**src/rtl/tmr_pkg.sv**
```systemverilog
package tmr_pkg;
  localparam int BYTE_W = 8;
  localparam int ADDR_W = 3;

  localparam logic [ADDR_W-1:0] A_CTRL = 3'd0;
  localparam logic [ADDR_W-1:0] A_CNTL = 3'd1;
  localparam logic [ADDR_W-1:0] A_CNTH = 3'd2;
  localparam logic [ADDR_W-1:0] A_RLDL = 3'd3;
  localparam logic [ADDR_W-1:0] A_RLDH = 3'd4;

  // control bit positions
  localparam int B_HF   = 7;
  localparam int B_LF   = 6;
  localparam int B_LIE  = 5;
  localparam int B_CAP  = 4;
  localparam int B_SPL  = 3;
  localparam int B_RUN  = 2;
  localparam int B_XSEL = 0;
endpackage

```
**src/rtl/tmr_sync_edge.sv**
```systemverilog
// Two-flop synchronizer plus one history flop; emits a one-cycle pulse
// on the selected edge of the synchronized input.
module tmr_sync_edge #(
  parameter bit FALLING = 1'b0
) (
  input  logic clk,
  input  logic rst_n,
  input  logic async_in,
  output logic pulse
);
  logic [2:0] sr;

  always_ff @(posedge clk or negedge rst_n) begin
    if (!rst_n) sr <= '0;
    else        sr <= {sr[1:0], async_in};
  end

  generate
    if (FALLING) begin : g_fall
      assign pulse = ~sr[1] & sr[2];
    end else begin : g_rise
      assign pulse = sr[1] & ~sr[2];
    end
  endgenerate
endmodule

```
**src/rtl/tmr_prescale.sv**
```systemverilog
// Divides a stream of step pulses by DIV; tick is high on the DIV-th step.
module tmr_prescale #(
  parameter int DIV = 12
) (
  input  logic clk,
  input  logic rst_n,
  input  logic step,
  output logic tick
);
  localparam int CW = (DIV > 1) ? $clog2(DIV) : 1;
  localparam logic [CW-1:0] LAST = CW'(DIV - 1);

  logic [CW-1:0] cnt;

  assign tick = step & (cnt == LAST);

  always_ff @(posedge clk or negedge rst_n) begin
    if (!rst_n)    cnt <= '0;
    else if (step) cnt <= tick ? '0 : cnt + 1'b1;
  end
endmodule

```
**src/rtl/tmr_count_core.sv**
```systemverilog
// Counter datapath: one 16-bit reload counter or two 8-bit reload counters.
module tmr_count_core #(
  parameter int BW = 8
) (
  input  logic          clk,
  input  logic          rst_n,
  input  logic          tick,
  input  logic          run,
  input  logic          split,
  input  logic          wr_lo,
  input  logic          wr_hi,
  input  logic [BW-1:0] wdata,
  input  logic [BW-1:0] rl_lo,
  input  logic [BW-1:0] rl_hi,
  output logic [BW-1:0] cnt_lo,
  output logic [BW-1:0] cnt_hi,
  output logic          wrap_lo,
  output logic          wrap_hi
);
  localparam logic [BW-1:0] ONES = '1;

  logic lo_full, hi_full, step_lo, step_hi;

  assign lo_full = (cnt_lo == ONES);
  assign hi_full = (cnt_hi == ONES);
  // split: low byte free-running, high gated by run
  // joined: both gated by run, high advances on low carry
  assign step_lo = tick & (split | run);
  assign step_hi = tick & run & (split | lo_full);
  assign wrap_lo = step_lo & lo_full;
  assign wrap_hi = step_hi & hi_full;

  always_ff @(posedge clk or negedge rst_n) begin
    if (!rst_n) begin
      cnt_lo <= '0;
    end else if (wr_lo) begin
      cnt_lo <= wdata;
    end else if (step_lo) begin
      if (lo_full) cnt_lo <= (split | wrap_hi) ? rl_lo : '0;
      else         cnt_lo <= cnt_lo + 1'b1;
    end
  end

  always_ff @(posedge clk or negedge rst_n) begin
    if (!rst_n) begin
      cnt_hi <= '0;
    end else if (wr_hi) begin
      cnt_hi <= wdata;
    end else if (step_hi) begin
      cnt_hi <= hi_full ? rl_hi : cnt_hi + 1'b1;
    end
  end
endmodule

```
**src/rtl/dualmode_reload_timer.sv**
```systemverilog
module dualmode_reload_timer
  import tmr_pkg::*;
#(
  parameter int SYS_DIV = 12,
  parameter int EXT_DIV = 8
) (
  input  logic              clk,
  input  logic              rst_n,
  input  logic              reg_wr,
  input  logic [ADDR_W-1:0] reg_addr,
  input  logic [BYTE_W-1:0] reg_wdata,
  output logic [BYTE_W-1:0] reg_rdata,
  input  logic              ext_clk,
  input  logic              ref_clk,
  input  logic              int_en,
  output logic              irq
);
  logic flag_h, flag_l, lie, cap_en, mode_split, run_en, xsel;
  logic [BYTE_W-1:0] cnt_lo, cnt_hi, rl_lo, rl_hi;
  logic ext_rise, ref_fall, sys_tick, ext_tick, tick;
  logic wrap_lo, wrap_hi, cap_fire, cap_q;
  logic wr_ctrl, wr_cl, wr_ch, wr_rl, wr_rh;

  assign wr_ctrl = reg_wr & (reg_addr == A_CTRL);
  assign wr_cl   = reg_wr & (reg_addr == A_CNTL);
  assign wr_ch   = reg_wr & (reg_addr == A_CNTH);
  assign wr_rl   = reg_wr & (reg_addr == A_RLDL);
  assign wr_rh   = reg_wr & (reg_addr == A_RLDH);

  tmr_sync_edge #(.FALLING(1'b0)) u_ext_sync (
    .clk(clk), .rst_n(rst_n), .async_in(ext_clk), .pulse(ext_rise));
  tmr_sync_edge #(.FALLING(1'b1)) u_ref_sync (
    .clk(clk), .rst_n(rst_n), .async_in(ref_clk), .pulse(ref_fall));

  tmr_prescale #(.DIV(SYS_DIV)) u_sys_div (
    .clk(clk), .rst_n(rst_n), .step(1'b1), .tick(sys_tick));
  tmr_prescale #(.DIV(EXT_DIV)) u_ext_div (
    .clk(clk), .rst_n(rst_n), .step(ext_rise), .tick(ext_tick));

  assign tick = xsel ? ext_tick : sys_tick;

  tmr_count_core #(.BW(BYTE_W)) u_core (
    .clk(clk), .rst_n(rst_n), .tick(tick), .run(run_en), .split(mode_split),
    .wr_lo(wr_cl), .wr_hi(wr_ch), .wdata(reg_wdata),
    .rl_lo(rl_lo), .rl_hi(rl_hi),
    .cnt_lo(cnt_lo), .cnt_hi(cnt_hi), .wrap_lo(wrap_lo), .wrap_hi(wrap_hi));

  // control register; hardware set of a flag beats a software clear
  always_ff @(posedge clk or negedge rst_n) begin
    if (!rst_n) begin
      flag_h <= 1'b0; flag_l <= 1'b0; lie <= 1'b0; cap_en <= 1'b0;
      mode_split <= 1'b0; run_en <= 1'b0; xsel <= 1'b0;
    end else begin
      flag_h <= (wr_ctrl ? reg_wdata[B_HF] : flag_h) | wrap_hi;
      flag_l <= (wr_ctrl ? reg_wdata[B_LF] : flag_l) | wrap_lo;
      if (wr_ctrl) begin
        lie        <= reg_wdata[B_LIE];
        cap_en     <= reg_wdata[B_CAP];
        mode_split <= reg_wdata[B_SPL];
        run_en     <= reg_wdata[B_RUN];
        xsel       <= reg_wdata[B_XSEL];
      end
    end
  end

  // reload registers with capture
  assign cap_fire = cap_en & ref_fall;

  always_ff @(posedge clk or negedge rst_n) begin
    if (!rst_n) begin
      rl_lo <= '0; rl_hi <= '0; cap_q <= 1'b0;
    end else begin
      cap_q <= cap_fire;
      if (wr_rl)         rl_lo <= reg_wdata;
      else if (cap_fire) rl_lo <= cnt_lo;
      if (wr_rh)         rl_hi <= reg_wdata;
      else if (cap_fire) rl_hi <= cnt_hi;
    end
  end

  assign irq = int_en & (flag_h | (flag_l & lie) | cap_q);

  always_comb begin
    reg_rdata = '0;
    unique case (reg_addr)
      A_CTRL: begin
        reg_rdata[B_HF]   = flag_h;
        reg_rdata[B_LF]   = flag_l;
        reg_rdata[B_LIE]  = lie;
        reg_rdata[B_CAP]  = cap_en;
        reg_rdata[B_SPL]  = mode_split;
        reg_rdata[B_RUN]  = run_en;
        reg_rdata[B_XSEL] = xsel;
      end
      A_CNTL:  reg_rdata = cnt_lo;
      A_CNTH:  reg_rdata = cnt_hi;
      A_RLDL:  reg_rdata = rl_lo;
      A_RLDH:  reg_rdata = rl_hi;
      default: reg_rdata = '0;
    endcase
  end
endmodule

```
**config.mk**
```make
export PLATFORM = sky130hd
export DESIGN_NAME = dualmode_reload_timer
export DESIGN_NICKNAME = d
export VERILOG_FILES = /design/src/rtl/tmr_pkg.sv /design/src/rtl/tmr_sync_edge.sv /design/src/rtl/tmr_prescale.sv /design/src/rtl/tmr_count_core.sv /design/src/rtl/dualmode_reload_timer.sv
export SDC_FILE = /design/constraint.sdc
export NUM_CORES = 1
export LEC_CHECK = 0
export BUFFER_PORTS_ARGS = -buffer_cell sky130_fd_sc_hd__buf_2
export CORE_ASPECT_RATIO = 0.6
export CORE_MARGIN = 1.5
export CORE_UTILIZATION = 45
export DETAILED_ROUTE_END_ITERATION = 10
export GPL_TIMING_DRIVEN = 0
export PLACE_DENSITY = 0.65
export SLEW_MARGIN = 20
export SYNTH_ARGS = -nofsm -noshare
export SYNTH_HDL_FRONTEND = slang
export SYNTH_SLANG_ARGS = --single-unit
```
**constraint.sdc**
```tcl
create_clock -name clk -period 1.9 [get_ports clk]
set_clock_uncertainty 0.2 [all_clocks]
set_input_delay 0.285 -clock clk [delete_from_list [all_inputs] [get_ports clk]]
set_output_delay 0.285 -clock clk [all_outputs]
set_load 0.01 [all_outputs]
```
======== Word level (Yosys, flattened, before mapping) ========
Cells that the tools add are included.
storage, ports and cells
  bits in registers ....................... 53
  logic and storage cells ................. 77
operators by class
  reductions and logical operators ........ 5
  bitwise logic cells ..................... 25
  equality and inequality tests ........... 8
  add/subtract/negate cells ............... 4
  muxes and demuxes ....................... 19
operator list
  operator             number
  $mux 8               11
  $pmux 6 s5           1
  $add 8x1->8 const B  2
  $and 1x1->1          16
  $eq 8x8->1 const B   2
  $reduce_bool 2->1    4
  $or 1x1->1           7
  $eq 3x2->1 const B   2
  $eq 3x3->1 const B   2
  $pmux 1 s5           1
  $add 4x1->4 const B  1
  $eq 4x4->1 const B   1
  $mux 4               1
  $pmux 1 s4           1
  $add 3x1->3 const B  1
  $eq 3x1->1 const B   1
  $logic_not 3->1      1
  $mux 1               3
  $mux 3               1
  $not 1->1            2

======== Longest topological paths before layout ========
Gate-level depths: netlist of run 1.
  word-level depth ........................ 12
  depth in mapped cells ................... 8

======== Hierarchy ========
Synthesis of run 1 repeated with hierarchy kept, for this count alone.
second synthesis, totals
  cell total of the unflattened synthesis .. 325
  area total of the unflattened synthesis .. 3,186.8 sq um
modules (own cells, without submodules)
  module                     area an instance (sq um)  times used  cells an instance
  dualmode_reload_timer      1,433.9                   1           142
  tmr_count_core             1,209.9                   1           143
  tmr_prescale at u_sys_div  212.7                     1           20
  tmr_sync_edge              88.8                      2           4
  tmr_prescale at u_ext_div  152.6                     1           12

======== Least setup slack after synthesis of run 1 ========
OpenSTA, ideal clock, no wires.
  path kind ............................... flip-flop to flip-flop
  start point ............................. register u_core.cnt_hi[0]
  end point ............................... register u_core.cnt_hi[1]
  setup time .............................. 0.132 ns
  buffers on the path ..................... 1
  cell stages (with the launch flop) ...... 8
  slack ................................... -0.117 ns
  data arrival time ....................... 1.686 ns
  period minus slack after synthesis ...... 2.017 ns
  cells stage by stage .................... dfrtp_1 > ha_1 > nand4_2 > or2_1 > buf_6 > mux2_4 > mux2i_1 > o21ai_1
between the ends
  word-level cells in the longest chain between the ends .. 4
  elaborated cells between the ends (all ways) .. 5
  those cells by class .................... 1 x add/sub; 1 x eq/ne; 3 x mux
RTL lines
  what                                       line                                        text
  from (decl)                                tmr_count_core.sv:16                        output logic [BW-1:0] cnt_hi,
  from (signal assigned)                     tmr_count_core.sv:48                        cnt_hi <= wdata;
  from (signal assigned)                     tmr_count_core.sv:50                        cnt_hi <= hi_full ? rl_hi : cnt_hi + 1'b1;
  $add 8x1->8 or $eq 8x8->1 (tied branches)  tmr_count_core.sv:50, tmr_count_core.sv:25
  $mux 8 (*)                                 tmr_count_core.sv:50
  $mux 8 (*)                                 tmr_count_core.sv:49                        end else if (step_hi) begin
  $mux 8 (*)                                 tmr_count_core.sv:47                        end else if (wr_hi) begin
Every way passes the cells marked *; elsewhere a longest branch is shown, timed or not. The select of a mux whose other input is x is not followed.
A chain may end at the register's enable or synchronous reset.

======== Worst setup path after layout of run 1 ========
  start point ............................. register u_ext_div.cnt[1]
  end point ............................... register u_core.cnt_lo[1]
between the ends
  word-level cells in the longest chain between the ends .. 11
  elaborated cells between the ends (all ways) .. 13
  those cells by class .................... 1 x eq/ne; 5 x mux; 6 x bitwise; 1 x reduce/logical
RTL lines
  what                      line                         text
  from (decl)               tmr_prescale.sv:13           logic [CW-1:0] cnt;
  from (signal assigned)    tmr_prescale.sv:19           else if (step) cnt <= tick ? '0 : cnt + 1'b1;
  $eq 3x3->1 (*)            tmr_prescale.sv:15           assign tick = step & (cnt == LAST);
  $and 1x1->1 (*)           tmr_prescale.sv:15
  $mux 1 (*)                dualmode_reload_timer.sv:40  assign tick = xsel ? ext_tick : sys_tick;
  $and 1x1->1 (2 in a row)  tmr_count_core.sv:29         assign step_hi = tick & run & (split | lo_full);
  $and 1x1->1               tmr_count_core.sv:31         assign wrap_hi = step_hi & hi_full;
  $or 1x1->1                tmr_count_core.sv:39         if (lo_full) cnt_lo <= (split | wrap_hi) ? rl_lo : '0;
  $mux 8 (2 in a row)       tmr_count_core.sv:39
  $mux 8                    tmr_count_core.sv:38         end else if (step_lo) begin
  $mux 8                    tmr_count_core.sv:36         end else if (wr_lo) begin
  to (signal assigned)      tmr_count_core.sv:37         cnt_lo <= wdata;
  to (signal assigned)      tmr_count_core.sv:39
  to (signal assigned)      tmr_count_core.sv:40         else cnt_lo <= cnt_lo + 1'b1;
  to (decl)                 tmr_count_core.sv:15         output logic [BW-1:0] cnt_lo,
Marked as above.

==> results of run 1 <==
[sequential cells by signal, indices dropped and copies added, names as in the netlist]
register	count
cap_en	1
cap_q	1
flag_h	1
flag_l	1
lie	1
mode_split	1
rl_hi	8
rl_lo	8
run_en	1
u_core.cnt_hi	8
u_core.cnt_lo	8
u_ext_div.cnt	3
u_ext_sync.sr	3
u_ref_sync.sr	3
u_sys_div.cnt	4
xsel	1
[cells by family after synthesis]
| logic type | synth area share (%) |
|---|---|
| flip-flops | 43.51 |
| adder cells (fa/ha/maj) | 2.053 |
| AND/OR/NAND/NOR | 18.10 |
| XOR/XNOR | 2.012 |
| buffers and inverters | 4.146 |
| multiplexers | 8.293 |
| AO/OA/AOI/OAI | 21.88 |
[report_power, final]
part	internal, mW	switching, mW	total, mW	leakage, nW
Combinational	0.852	0.865	1.72	0.921
Clock	0.625	0.445	1.07	0.0800
Sequential	1.48	0.476	1.95	0.626
Total	2.96	1.78	4.74	1.63
[per-stage QoR]
step	hold slack, ns	util [%]
2_1_floorplan	-0.2106	-
3_3_place_gp	0.1345	52.11
3_5_place_dp	0.1410	52.15
4_1_cts	0.04981	58.16
5_1_grt	0.05976	61.68
6_report	0.05515	61.68
[layer usage]
metal	vias to the layer above	global-route usage, %
met5	-	0
met4	0	6.656
met3	15	6.751
met2	143	36.41
met1	1418	42.30
li1	1291	-
[cell usage after synthesis (2+ instances only)]
cell type | count | share of area [%]
a2111oi_0 | 2 | 0.57
a211oi_1 | 7 | 1.7
a21oi_1 | 10 | 1.6
a221oi_1 | 3 | 0.86
a22oi_1 | 13 | 3.2
a31oi_1 | 10 | 2.1
and3b_1 | 2 | 0.57
buf_2 | 6 | 0.99
clkbuf_1 | 12 | 1.5
clkbuf_2 | 2 | 0.33
dfrtp_1 | 53 | 44
ha_1 | 5 | 2.1
inv_1 | 4 | 0.49
mux2_2 | 10 | 3.7
mux2_4 | 2 | 0.99
mux2i_1 | 11 | 3.6
nand2_1 | 47 | 5.8
nand2b_1 | 4 | 0.82
nand3_1 | 6 | 0.99
nand3b_1 | 2 | 0.49
nor2_1 | 29 | 3.6
nor2b_1 | 6 | 1.2
o21ai_0 | 16 | 2.6
o21ai_1 | 2 | 0.33
o22ai_1 | 16 | 3.3
o31ai_1 | 5 | 1.2
xnor2_1 | 4 | 1.1
xor2_1 | 3 | 0.86
[critical path: stages, from the launching register on]
cell and delay [ns]:
dfrtp_1 0.35, ha_2 0.19, ha_4 0.14, nand4b_1 0.16, buf_4 0.19, a21oi_4 0.20, nand2_2 0.20, a221oi_2 0.22
nor2_1 0.07
[worst paths after layout]
path                                         end             start  slack [ns]
max in group asynchronous       u_core.cnt_hi[3]             rst_n        0.65
worst max register to register  u_core.cnt_lo[1]  u_ext_div.cnt[1]       -0.14
worst min-delay path            u_core.cnt_hi[1]      reg_wdata[1]        0.06
worst min register to register  u_ref_sync.sr[1]  u_ref_sync.sr[0]        0.16
min in group asynchronous               rl_lo[7]             rst_n        0.36
worst max-delay path            u_core.cnt_lo[1]  u_ext_div.cnt[1]       -0.14
[area by class of cell]
class                           instances  share of cell area [%]
Sequential cell                        53                   34.19
Clock buffer                            5                   3.204
Inverter                                5                  0.5767
Buffer                                 19                   3.140
Tap cell                               84                   2.691
Clock inverter                          3                   1.186
Timing Repair Buffer                   51                   8.811
Multi-Input combinational cell        243                   46.20
[what timing repair did]
action	in CTS	in global routing
buffers inserted	13	11
pin swaps	13	25
hold buffers	3	0
gates resized for setup	34	35
hold endpoints to repair	55	0
endpoints found under the setup margin	24	24
==> key figures, run 1 <==
Worst setup path
  • WP data arrival: 2.02 ns
  • Critical Path End Type: register
  • FF-to-FF path depth: 8
  • CP Data Required Time: 1.88 ns
  • Worst-path maximum fanout: 7
  • CP startpoint kind: register
  • Type of the worst setup path: reg2reg

STA
  • Final Hold Viols: 0
  • FMAX: 490.4 MHz
  • # setup viols final: 16
  • Setup TNS: -1.332 ns
  • Final WS setup: -0.1390 ns
  • Tcrit/Tclk final: 107.3%
  • Tightest Pin Transition: 0.6698 ns
  • RSZ-0062 raised after global routing: true
  • Slew margin rel.: 55.35%
  • Min cycle time layout: 2.039 ns
  • Slew Viols, Final: 0

Synthesis
  • Sequential fraction of the synthesis area: 43.51%
  • Mean Syn Cell Area: 9.407 µm²
  • Synth Instances: 324
  • Yosys cell types: 60
  • Asr flop ratio synth: 100.0%
  • Syn Nets: 346
  • Synthesized flop and latch total: 53
  • Yosys warnings: 0
  • Number of synthesized flops with an enable pin: 0
  • Synth Flop Type: dfrtp_1
  • Post-Syn Area: 3048 µm²

Placed design
  • Total placed instance area: 3302 µm²
  • Hpwl dp: 6173 µm
  • Number of buffers added on ports: 24
  • Dpl cells: 432
  • DP Worst Slack: -0.3882 ns
  • Routability cong.: 0.9487

Power and ir drop
  • Max IR drop VDD: 0.6340 mV
  • PwrDens: 1214 nW/µm²
  • Final Power: 4.740 mW
  • Static leakage: 1.627 nW

Status
  • Status: finished with violations
  • Failing checks: negative setup slack

Drt
  • Vias: 2867
  • Met1 wire length: 4396 µm
  • DRT Pass-1 Iters: 6
  • Detailed-route DRC error count: 0
  • Final wirelength: 9102 µm
  • Top Metal Used: met4
  • Met3 wire len: 928 µm
  • Wire length per cell: 19.66 µm
  • Antenna Nets Post-Route: 0
  • Iteration-0 DRC Markers: 305
  • Vias per Instance: 6.192
  • Met2 wire len: 3681 µm

Layout
  • Area delta synth->final: 28.12%
  • Commonest non-fill, non-tap cells in the layout: dfrtp_1 (46), nand2_1 (45), nor2_1 (29)
  • Ant diodes: 0
  • Cell Count, Final, Fillers Out: 463
  • Share of post-route cells with drive strength above 1: 35.09%
  • Nets: 400
  • Register Area: 1335 µm²
  • Filler instances: 521
  • Area taken by multi-input logic gates: 1804 µm²
  • Commonest non-fill, non-tap cell in the layout: dfrtp_1
  • Post-Layout Inst Area: 3905 µm²

Clocking
  • CTS Buffer Depth: 2
  • Inserted Clock Buffers: 5
  • H-tree Lvls: 2
  • Clock root buffer: clkbuf_16
  • Skew-Pair Late Insertion Delay: 0.30 ns
  • Clock sinks: 53
  • CTS tree: yes
  • CTS clk-pin slew, worst paths: 0.07 ns

Global route
  • Largest net degree at the start of global routing: 54
  • Vias in the first global route: 2665
  • First-pass GRT wire length: 14320 µm
  • Total GRT Usage: 27.07%
  • Total grt overflow: 0
  • Antenna violations before repair: 0

Floorplan
  • Initial Util: 48.14%
  • Die area: 7292 µm²
  • Die span in x: 109.2 µm
  • Die H: 66.75 µm
  • Rows: 22
  • Core area: 6331 µm²
  • I/O pin total: 26

Min path
  • Hold depth: 3
  • Hold Path Class: in2reg

Flow run
  • Max-Cap Viols: 0
Note: power is estimated with default switching activity, not from simulation.
==> run 2: changes to the inputs <==
- CORE_MARGIN: 1.5 -> 10
==> key figures, run 2 (synthesis gave the netlist of run 1 again) <==
Status
  • Status: finished with violations
  • Failing checks: negative setup slack

Clocking
  • Inserted Clock Buffers: 5
  • Skew-Pair Late Insertion Delay: 0.30 ns
  • CTS tree: yes
  • CTS clk-pin slew, worst paths: 0.07 ns
  • Clock root buffer: clkbuf_16
  • CTS Buffer Depth: 2
  • Clock sinks: 53
  • H-tree Lvls: 2

Floorplan
  • I/O pin total: 26
  • Rows: 23
  • Die area: 10570 µm²
  • Initial Util: 46.05%
  • Die H: 83.75 µm
  • Core area: 6619 µm²
  • Die span in x: 126.2 µm

Layout
  • Ant diodes: 0
  • Cell Count, Final, Fillers Out: 469
  • Area delta synth->final: 30.13%
  • Final Util: 59.92%
  • Nets: 403
  • Commonest non-fill, non-tap cells in the layout: nand2_1 (45), dfrtp_1 (45), nor2_1 (27), buf_2 (27), buf_4 (26)
  • Share of post-route cells with drive strength above 1: 37.96%

Drt
  • Wire length per cell: 20.42 µm
  • Detailed-route DRC error count: 0
  • Antenna Nets Post-Route: 0
  • Vias per Instance: 6.252
  • DRT Pass-1 Iters: 5
  • Iteration-0 DRC Markers: 380
  • Final wirelength: 9575 µm
  • Vias: 2932

Global route
  • Total grt overflow: 0
  • Total GRT Usage: 17.65%
  • Largest net degree at the start of global routing: 54
  • Antenna violations before repair: 0
  • Vias in the first global route: 2822
  • First-pass GRT wire length: 15170 µm

STA
  • Setup TNS: -1.391 ns
  • FMAX: 483.3 MHz
  • # setup viols final: 19
  • RSZ-0062 raised after global routing: true
  • Final Hold Viols: 0
  • Slew Viols, Final: 0
  • Final WS setup: -0.1689 ns
  • Tcrit/Tclk final: 108.9%
  • Slew margin rel.: 52.87%
  • Tightest Pin Transition: 0.7069 ns
  • Min cycle time layout: 2.069 ns

Worst setup path
  • Critical Path End Type: register
  • Worst-path maximum fanout: 4
  • Reg2reg setup slack: -0.17 ns
  • CP Data Required Time: 1.88 ns
  • CP startpoint kind: register
  • Reg-to-reg startpoint: u_ext_div.cnt[0]
  • RR Endpoint: u_core.cnt_lo[4]
  • FF-to-FF path depth: 8
  • Type of the worst setup path: reg2reg
  • WP data arrival: 2.04 ns

Placed design
  • Hpwl dp: 6423 µm
  • DP Worst Slack: -0.3725 ns
  • Routability cong.: 0.9393
  • Dpl cells: 435
  • Number of buffers added on ports: 24

Min path
  • Hold Path Class: in2reg
  • HP Start: reg_wdata[1]
  • Hold depth: 3
  • Hold endpoint: u_core.cnt_hi[1]

Flow run
  • Max-Cap Viols: 0

Power and ir drop
  • Final Power: 4.725 mW
  • Max IR drop VDD: 0.7867 mV
  • PwrDens: 1191 nW/µm²
  • Static leakage: 1.660 nW
-- run 2: cell types whose count changed in the layout (fill, tap and decap cells not counted), moves of 2 or more --
cell     before  now
buf_4        23   26
mux2_2       10    8
mux2_4        2    4
nor2_1       29   27
nor2_4        1    3
o22ai_1      16   12
o22ai_2       0    4
-- run 2: area by class of cell --
cell class,instances,area (µm²)
Inverter,5,22.52
Multi-Input combinational cell,243,1847
Clock buffer,6,138.9
Tap cell,87,108.9
Sequential cell,53,1336
Timing Repair Buffer,54,366.6
Clock inverter,2,17.52
Buffer,19,128.9
Fill cell,563,2653
-- run 2: worst max-delay path by stage --
stage                     startpoint               end  slack (ns)  depth (start not counted)
finish              u_ext_div.cnt[0]  u_core.cnt_lo[4]       -0.17                          8
global placement    u_ext_div.cnt[0]  u_core.cnt_lo[6]       -0.34                          8
CTS                 u_ext_div.cnt[0]  u_core.cnt_lo[3]       -0.13                          7
detailed placement  u_ext_div.cnt[0]  u_core.cnt_lo[3]       -0.37                          8
global route        u_ext_div.cnt[0]  u_core.cnt_lo[1]       -0.22                          8
floorplan           u_ext_div.cnt[0]  u_core.cnt_lo[1]       0.002                          7
-- run 2: report_power, final --
part | switching [mW] | internal (mW) | total [mW]
combinational | 0.897 | 0.905 | 1.80
sequential | 0.466 | 1.48 | 1.95
clock | 0.443 | 0.533 | 0.976
-- run 2: critical path, cell delays in order, from the launching register on --
cell and delay (ns):
dfrtp_1 0.37, ha_2 0.20, ha_4 0.14, nand4b_1 0.16, buf_4 0.19, a21oi_4 0.22
and4_4 0.28, xnor2_2 0.11, o211ai_1 0.09
-- run 2: per-layer routing --
metal | wire, µm | vias to the layer above | GRT usage, %
li1 | - | 1307 | -
met1 | 4515 | 1450 | 25.17
met2 | 4060 | 165 | 25.04
met3 | 901 | 10 | 5.330
met5 | 0 | - | 0
met4 | 98 | 0 | 4.531
-- run 2: stage by stage --
stage	cell area [µm²]	hold WS, ns
2_1_floorplan	3074	-0.2106
3_3_place_gp	3303	0.1366
3_5_place_dp	3306	0.1371
4_1_cts	3777	0.06251
5_1_grt	3966	0.07220
6_report	3966	0.06507
-- run 2: repair_timing --
action | CTS | global route
hold buffers | 3 | 0
pin swaps | 25 | 16
gates resized for setup | 46 | 41
setup endpoints to repair | 24 | 25
hold endpoints to repair | 55 | 0
setup buffers | 19 | 8
